**src/rtl/scg_pkg.sv**
```systemverilog
package scg_pkg;
  localparam int NUM_WAKE = 13;

  localparam int WK_EXT_EDGE  = 0;
  localparam int WK_EXT_LEVEL = 1;
  localparam int WK_PIN_CHG   = 2;
  localparam int WK_TMR_OVF   = 3;
  localparam int WK_SER_TXC   = 4;

  typedef enum logic [1:0] {
    ST_RUN    = 2'd0,
    ST_SLEEP  = 2'd1,
    ST_SETTLE = 2'd2
  } scg_state_e;

  // Settling wait in always-on cycles: ceil(60 us * f), never below one.
  function automatic int settle_cycles(input int aon_khz);
    int c;
    c = (60 * aon_khz + 999) / 1000;
    return (c < 1) ? 1 : c;
  endfunction

  // Allowed wake types: every type in Idle; in ADC noise reduction the
  // edge interrupt, general timer overflow and transmit complete are dropped.
  function automatic logic [NUM_WAKE-1:0] wake_mask(input logic adcnr);
    logic [NUM_WAKE-1:0] m;
    m = '1;
    if (adcnr) begin
      m[WK_EXT_EDGE] = 1'b0;
      m[WK_TMR_OVF]  = 1'b0;
      m[WK_SER_TXC]  = 1'b0;
    end
    return m;
  endfunction
endpackage

```
**src/rtl/scg_mode_decode.sv**
```systemverilog
module scg_mode_decode (
  input  logic [2:0] mode,
  output logic       is_adcnr
);
  // Only 001 selects noise reduction; every other code falls back to Idle.
  assign is_adcnr = (mode == 3'b001);
endmodule

```
**src/rtl/scg_wake_filter.sv**
```systemverilog
module scg_wake_filter #(
  parameter int W = scg_pkg::NUM_WAKE
) (
  input  logic [W-1:0] src,
  input  logic [W-1:0] mask,
  output logic         hit
);
  assign hit = |(src & mask);
endmodule

```
**src/rtl/scg_settle_timer.sv**
```systemverilog
module scg_settle_timer #(
  parameter int CYCLES = 60
) (
  input  logic clk,
  input  logic rst_n,
  input  logic load,
  input  logic run,
  output logic done
);
  localparam int CW = (CYCLES > 1) ? $clog2(CYCLES) : 1;
  localparam logic [CW-1:0] LOAD_VAL = CW'(CYCLES - 1);

  logic [CW-1:0] cnt_q;

  always_ff @(posedge clk or negedge rst_n) begin
    if (!rst_n)                     cnt_q <= '0;
    else if (load)                  cnt_q <= LOAD_VAL;
    else if (run && cnt_q != '0)    cnt_q <= cnt_q - 1'b1;
  end

  assign done = (cnt_q == '0);
endmodule

```
**src/rtl/sleep_clkgate_ctrl.sv**
```systemverilog
module sleep_clkgate_ctrl #(
  parameter int AON_CLK_KHZ = 1000
) (
  input  logic                         clk,
  input  logic                         rst_n,
  input  logic                         sleep_req,
  input  logic                         sleep_en,
  input  logic [2:0]                   mode,
  input  logic                         bod_off_sleep,
  input  logic                         adc_enabled,
  input  logic [scg_pkg::NUM_WAKE-1:0] wake_src,
  output logic                         clk_en_cpu,
  output logic                         clk_en_flash,
  output logic                         clk_en_io,
  output logic                         clk_en_adc,
  output logic                         bod_en,
  output logic                         adc_start,
  output logic                         cpu_ready
);
  import scg_pkg::*;

  localparam int SETTLE = settle_cycles(AON_CLK_KHZ);

  scg_state_e state_q, state_d;
  logic slp_adcnr_q, slp_bod_off_q, adc_start_q;
  logic mode_adcnr;
  logic in_run, in_sleep, settling;
  logic accept, wake_hit, settle_done, settle_load;
  logic [NUM_WAKE-1:0] live_mask;

  assign in_run   = (state_q == ST_RUN);
  assign in_sleep = (state_q == ST_SLEEP);
  assign settling = (state_q == ST_SETTLE);
  assign accept   = in_run && sleep_req && sleep_en;

  scg_mode_decode u_dec (
    .mode     (mode),
    .is_adcnr (mode_adcnr)
  );

  assign live_mask = wake_mask(slp_adcnr_q);

  scg_wake_filter #(.W(NUM_WAKE)) u_wake (
    .src  (wake_src),
    .mask (live_mask),
    .hit  (wake_hit)
  );

  assign settle_load = in_sleep && wake_hit && slp_bod_off_q;

  scg_settle_timer #(.CYCLES(SETTLE)) u_settle (
    .clk   (clk),
    .rst_n (rst_n),
    .load  (settle_load),
    .run   (settling),
    .done  (settle_done)
  );

  always_comb begin
    state_d = state_q;
    unique case (state_q)
      ST_RUN:    if (accept) state_d = ST_SLEEP;
      ST_SLEEP:  if (wake_hit) state_d = slp_bod_off_q ? ST_SETTLE : ST_RUN;
      ST_SETTLE: if (settle_done) state_d = ST_RUN;
      default:   state_d = ST_RUN;
    endcase
  end

  always_ff @(posedge clk or negedge rst_n) begin
    if (!rst_n) begin
      state_q       <= ST_RUN;
      slp_adcnr_q   <= 1'b0;
      slp_bod_off_q <= 1'b0;
      adc_start_q   <= 1'b0;
    end else begin
      state_q     <= state_d;
      adc_start_q <= accept && adc_enabled;
      if (accept) begin
        slp_adcnr_q   <= mode_adcnr;
        slp_bod_off_q <= bod_off_sleep;
      end
    end
  end

  assign clk_en_cpu   = !in_sleep;
  assign clk_en_flash = !in_sleep;
  assign clk_en_io    = !(in_sleep && slp_adcnr_q);
  assign clk_en_adc   = 1'b1;
  assign bod_en       = !(in_sleep && slp_bod_off_q);
  assign adc_start    = adc_start_q;
  assign cpu_ready    = in_run;
endmodule

```
**config.mk**
```make
export PLATFORM = sky130hd
export DESIGN_NAME = sleep_clkgate_ctrl
export DESIGN_NICKNAME = d
export VERILOG_FILES = /design/src/rtl/scg_pkg.sv /design/src/rtl/scg_mode_decode.sv /design/src/rtl/scg_wake_filter.sv /design/src/rtl/scg_settle_timer.sv /design/src/rtl/sleep_clkgate_ctrl.sv
export SDC_FILE = /design/constraint.sdc
export NUM_CORES = 1
export LEC_CHECK = 0
export BUFFER_PORTS_ARGS = -buffer_cell sky130_fd_sc_hd__buf_2
export CAP_MARGIN = 20
export CORE_ASPECT_RATIO = 1.1
export CORE_UTILIZATION = 46
export CTS_CLUSTER_DIAMETER = 150
export CTS_CLUSTER_SIZE = 20
export DETAILED_ROUTE_END_ITERATION = 12
export MAX_ROUTING_LAYER = met4
export PLACE_DENSITY = 0.82
export SYNTH_ARGS = -nofsm -noshare
export SYNTH_HDL_FRONTEND = slang
export SYNTH_HIERARCHICAL = 1
export SYNTH_SLANG_ARGS = --single-unit
export TNS_END_PERCENT = 1
```
**constraint.sdc**
```tcl
create_clock -name clk -period 2.4 [get_ports clk]
set_input_delay 0.6 -clock clk [delete_from_list [all_inputs] [get_ports clk]]
set_output_delay 0.6 -clock clk [all_outputs]
set_load 0.05 [all_outputs]
```
==> flow_summary.yaml, run 1 <==
floorplanning:
  die_x_um: 40
  boundaryPins: 29
  die_h_um: 43.8
  rows: 14
  dieArea_um2: 1750
  coreArea_um2: 1420
  start_util_pct: 51.5
pwr:
  p_per_area_nw_per_um2: 897
  power.leakage_nw: 0.435
  ir_drop_mv: 0.666
  swShare_pct: 40.9
  power.internal_uw: 492
  pwr-share-comb_pct: 45.7
  power_frac_clock_pct: 14.9
  seq_power_share_pct: 39.4
  power_switching_uw: 341
timing:
  fin_crit_ns: 1.93
  slew_violations: 0
  slew_headroom_pct: 63.3
  worst_slew_pin_slew_ns: 0.549
  setup_violations: 0
  grt_setup_unrepaired: "no"
  finalCritPeriodShare_pct: 80.2
  setup_tns_ns: 0
  holdWs_ns: 0.182
  final.setup_skew_ns: 0.00483
  hold_violations: 0
  timing.fmax_ghz: 0.519
  worst_slack_ns: 0.474
synthesis:
  synthFlopType: "dfrtp_1"
  syn_avg_cell_area_um2: 10.0
  async_reset_ff_share_pct: 100
  yosysTopAreaCell: "dfrtp_1"
  yosysMostFrequentCell: "dfrtp_1"
  synth_top_area_share_pct: 37.7
  synth.distinct_cells: 41
  synthCells: 73
  seq_area_frac_synth_pct: 37.7
  ys_ff_latch: 11
  syn-cell-area_um2: 731
  synth_common_cells: "dfrtp_1 (11), inv_1 (6), nor3_1 (5)"
  yosysWarningCount: 6
  synth_edf_count: 0
  synth_area_leaders: "dfrtp_1 (38%), mux2_4 (4.1%), ha_1 (3.4%)"
clock_tree:
  cts_buffers: 3
  cts_setup_buffers: 0
  cts_root_buffer: "clkbuf_4"
  cts_htree_levels: 1
  clk_pin_slew_ns: 0.07
  tritoncts: "yes"
  cts_buffer_depth: 2
  cts.sinks: 11
  cts_resized: 0
  ctsHoldBuffers: 0
  worstSkewPairLatency_ns: 0.27
placed_design:
  gp_congestion: 0.735
  place_area_um2: 901
  portBuffers: 27
  dp_hpwl_um: 1150
  pre_cts_slack_ns: 0.186
global_route:
  grtUsageMet2_pct: 29.7
  grt_overflow: 0
  grt_pass1_wl_um: 2300
  grt_pass1_vias: 582
  grtUsageTotal_pct: 19.7
  grt_max_degree: 12
  grtUsageMet3_pct: 7.69
  grt-busiest-layer: "met2"
  antenna_found_initial: 0
  met1_usage_pct: 23.6
setup_path:
  worstSetupPathType: "flop to flop"
  worst_path_largest_cell_delay_ns: 0.38
  path_max_fanout: 10
  crit_slowest_cell: "nor4b_1"
  critPathTopFamily: "simple AND/OR/NAND/NOR gates"
  crit_chain: "inv_1, a22o_1, a221oi_1, nand3_1, and3_1, nor4b_1, nor4_1"
  crit_buf_inv: 1
  cp.required_ns: 2.54
  cp-start-kind: "flop"
  critical_path.endpoint_type: "flop"
  arrival_ns: 2.06
detailed_routing:
  vias: 664
  drt_pass1_iterations: 4
  viasPerCell: 5.27
  routed_wl_um: 1400
  ant_nets: 0
  drc: 0
  drtIter0Drc: 11
  wl_per_cell_um: 11.1
cells_and_area:
  antenna-diode-count: 0
  area_delta_synth_final_pct: 27.1
  fill_cells: 106
  nNetsFinal: 135
  fin_util_pct: 65.4
  final_area_um2: 928
  layout-drive-gt1-share_pct: 37.3
status:
  outcome: "completed"
job:
  cap_violations: 0
worst_hold_path:
  min_path_type: "input port to asynchronous set/reset pin"
## per-layer routing
metal | vias to the layer above | routed length (µm)
li1 | 335 | -
met1 | 300 | 628
met2 | 26 | 684
met3 | 3 | 81
met4 | 0 | 10
met5 | - | 0
## sequential cells by signal, summed over array words and instances, names as in the netlist
| name | count |
|---|---|
| slp_adcnr_q | 1 |
| u_settle/cnt_q | 6 |
| slp_bod_off_q | 1 |
| state_q | 2 |
| adc_start | 1 |
## final cells by class
type | instances | area, µm² | share of cell area (%)
Clock buffer | 3 | 22.5 | 2.43
Clock inverter | 1 | 5.00 | 0.539
Inverter | 6 | 22.5 | 2.43
Tap cell | 16 | 20.0 | 2.16
Timing Repair Buffer | 27 | 135 | 14.6
Sequential cell | 11 | 275 | 29.6
Multi-Input combinational cell | 62 | 448 | 48.2
## kinds of logic after synthesis
group	share of synthesized area (%)
xor+xnor	1.20
simple gates	31.9
other cells	0.513
flops	37.7
fa+ha+maj	3.42
mux	4.11
buf+inv	6.16
compound gates	15.1
## per-stage QoR
stage	power, mW	cells
detailed placement	0.713	122
global route	0.904	126
floorplan	0.627	83
CTS	0.840	126
finish	0.833	126
global placement	0.699	122
## final timing paths
kind,from,depth (start not counted),to,slack (ns)
max,slp_adcnr_q,7,u_settle/cnt_q[0],0.47
min,rst_n,1,u_settle/cnt_q[2],0.18
max reg2reg,slp_adcnr_q,7,u_settle/cnt_q[0],0.47
min reg2reg,state_q[1],1,state_q[0],0.50
max in group asynchronous,rst_n,1,u_settle/cnt_q[3],2.02
min in group clk,state_q[1],1,state_q[0],0.50
## layout by cell type (no fill, tap or decap), types with 2 or more instances in the layout
cell / instances
and3_1: 2
ha_1: 2
clkbuf_4: 3
buf_2: 27
conb_1: 11
nand3_1: 2
nor4b_1: 2
nor3_1: 5
a21oi_1: 2
nor2b_1: 2
dfrtp_1: 11
and2b_1: 2
mux2_4: 2
nand2_1: 3
a22oi_1: 3
inv_1: 6
## power groups by stage
stage / sequential (mW) / clock, mW / combinational (mW)
floorplan: 0.314 / 0 / 0.313
global placement: 0.326 / 0 / 0.373
detailed placement: 0.331 / 0 / 0.382
CTS: 0.327 / 0.130 / 0.383
global route: 0.341 / 0.141 / 0.423
finish: 0.329 / 0.124 / 0.381
## worst reg2reg max path: stages, from the launching register on
cell and delay (ns):
dfrtp_1 0.37, inv_1 0.08, a22o_1 0.20, a221oi_1 0.21, nand3_1 0.14, and3_1 0.30, nor4b_1 0.38, nor4_1 0.11
No activity file was read; power rests on OpenSTA's default activity.
==> run 2, diff against run 1 <==
- CORE_UTILIZATION: 46 -> 42
- PLACE_DENSITY: 0.82 -> 0.79
- clock period: 2.4 -> 1.7 ns (I/O delays scaled with it)
==> flow_summary.yaml, run 2 (synthesis gave the netlist of run 1 again) <==
cells_and_area:
  reg.largest.list: "u_settle/cnt_q (6), state_q (2)"
  layout.cells.non_filler: 143
  layout_commonest_cell: "buf_2"
  antenna-diode-count: 0
  layout_common_cells: "buf_2 (23), buf_4 (13), conb_1 (11), dfrtp_1 (11), buf_6 (6)"
  fin_util_pct: 72.5
  top_register: "u_settle/cnt_q"
  largest_reg_flops: 6
  nNetsFinal: 151
  final_area_um2: 1160
  area_delta_synth_final_pct: 58.2
  layout-drive-gt1-share_pct: 60.3
setup_path:
  ff2ff_setup_slack_ns: -0.08
  path_max_fanout: 5
  cp-start-kind: "flop"
  arrival_ns: 1.93
  critical_path.endpoint_type: "flop"
  worstSetupPathType: "flop to flop"
  cp.required_ns: 1.85
job:
  cap_violations: 0
clock_tree:
  clk_pin_slew_ns: 0.08
  tritoncts: "yes"
  ctsHoldBuffers: 0
  worstSkewPairLatency_ns: 0.27
  cts_buffer_depth: 2
  cts_root_buffer: "clkbuf_4"
  cts.sinks: 11
  cts_buffers: 3
  cts_htree_levels: 1
pwr:
  power.total_mw: 1.50
  power.leakage_nw: 0.542
  pwr-share-comb_pct: 58.0
  ir_drop_mv: 0.855
  seq_power_share_pct: 29.9
  p_per_area_nw_per_um2: 1300
  power.internal_uw: 887
  power_frac_clock_pct: 12.1
  swShare_pct: 41.1
  power_switching_uw: 618
detailed_routing:
  wl_per_cell_um: 14.2
  route.met3.wl_um: 96
  wl_met2_um: 1050
  drc: 0
  drtIter0Drc: 15
  top_layer: "met4"
  vias: 791
  routed_wl_um: 2030
  viasPerCell: 5.53
  drt_pass1_iterations: 4
  met1Wirelength_um: 863
  ant_nets: 0
global_route:
  grt_pass1_vias: 680
  grt_max_degree: 12
  antenna_found_initial: 0
  grtUsageTotal_pct: 20.4
  grt_overflow: 0
  grt_pass1_wl_um: 2860
timing:
  slew_violations: 0
  final.setup_skew_ns: 0.00238
  setup_violations: 2
  grt_setup_unrepaired: "yes"
  hold_violations: 0
  fin_crit_ns: 1.78
  finalCritPeriodShare_pct: 105
  timing.fmax_ghz: 0.563
  worst_slack_ns: -0.0776
placed_design:
  pre_cts_slack_ns: -0.259
  dp_hpwl_um: 1330
  gp_congestion: 0.813
  portBuffers: 27
  place_area_um2: 1010
  dp_cells: 135
floorplanning:
  boundaryPins: 29
  coreArea_um2: 1600
  die_h_um: 45.7
  rows: 15
  start_util_pct: 45.8
  dieArea_um2: 1910
  die_x_um: 41.8
worst_hold_path:
  min_path_type: "input port to asynchronous set/reset pin"
status:
  violations: "negative setup slack"
  outcome: "finished with violations"
## run 2: changes by cell type in the layout (fill, tap and decap cells not counted), sizes merged
| cell | before | now |
|---|---|---|
| buf | 27 | 42 |
| and3 | 2 | 3 |
## run 2: layout make-up
type	instances	area, µm²
flip-flops and latches	11	275
inverters	6	22.5
repair buffers	42	280
well taps	17	21.3
clock inverters	1	5.00
fillers	120	439
clock buffers	3	22.5
multi-input cells	63	529
## run 2: path summary, 6_finish.rpt
kind | startpoint | endpoint | cells past startpoint
max | slp_adcnr_q | u_settle/cnt_q[0] | 8
min | rst_n | u_settle/cnt_q[2] | 1
max reg2reg | slp_adcnr_q | u_settle/cnt_q[0] | 8
min reg2reg | u_settle/cnt_q[3] | u_settle/cnt_q[3] | 1
max in group asynchronous | rst_n | slp_adcnr_q | 1
min in group clk | adc_enabled | adc_start | 2
## run 2: routing by layer
metal	global-route usage, %	vias up
met5	-	-
met3	4.76	2
met2	37.2	30
met1	23.2	385
met4	3.87	0
li1	-	374
## run 2: power by group through the flow
stage / logic, mW / registers, mW / clock network [mW]
6_report: 0.872 / 0.450 / 0.182
4_1_cts: 0.773 / 0.442 / 0.184
2_1_floorplan: 0.465 / 0.447 / 0
3_5_place_dp: 0.727 / 0.444 / 0
5_1_grt: 0.930 / 0.467 / 0.205
3_3_place_gp: 0.698 / 0.439 / 0
## run 2: stage by stage
| stage | TNS (ns) | hold slack [ns] |
|---|---|---|
| detailed placement | -0.925 | 0.312 |
| CTS | -0.124 | 0.0170 |
| global placement | -0.572 | 0.306 |
| floorplan | -0.0401 | 0.129 |
| global route | -0.358 | 0.0161 |
| finish | -0.0843 | 0.0153 |
## run 2: what timing repair did
item | 4_1_cts | 5_1_grt
setup endpoints to repair | 8 | 10
buffers inserted | 1 | 2
gates resized for setup | 8 | 21
gates cloned | 0 | 1
pin swaps | 2 | 3
## run 2: worst max-delay path: stages, from the launching register on
cell and delay (ns):
dfrtp_1 0.38, inv_2 0.06, a22o_1 0.21, a221oi_2 0.20, nand3_2 0.14, and3_4 0.23, buf_6 0.12, nor4b_4 0.26
nor4_2 0.07
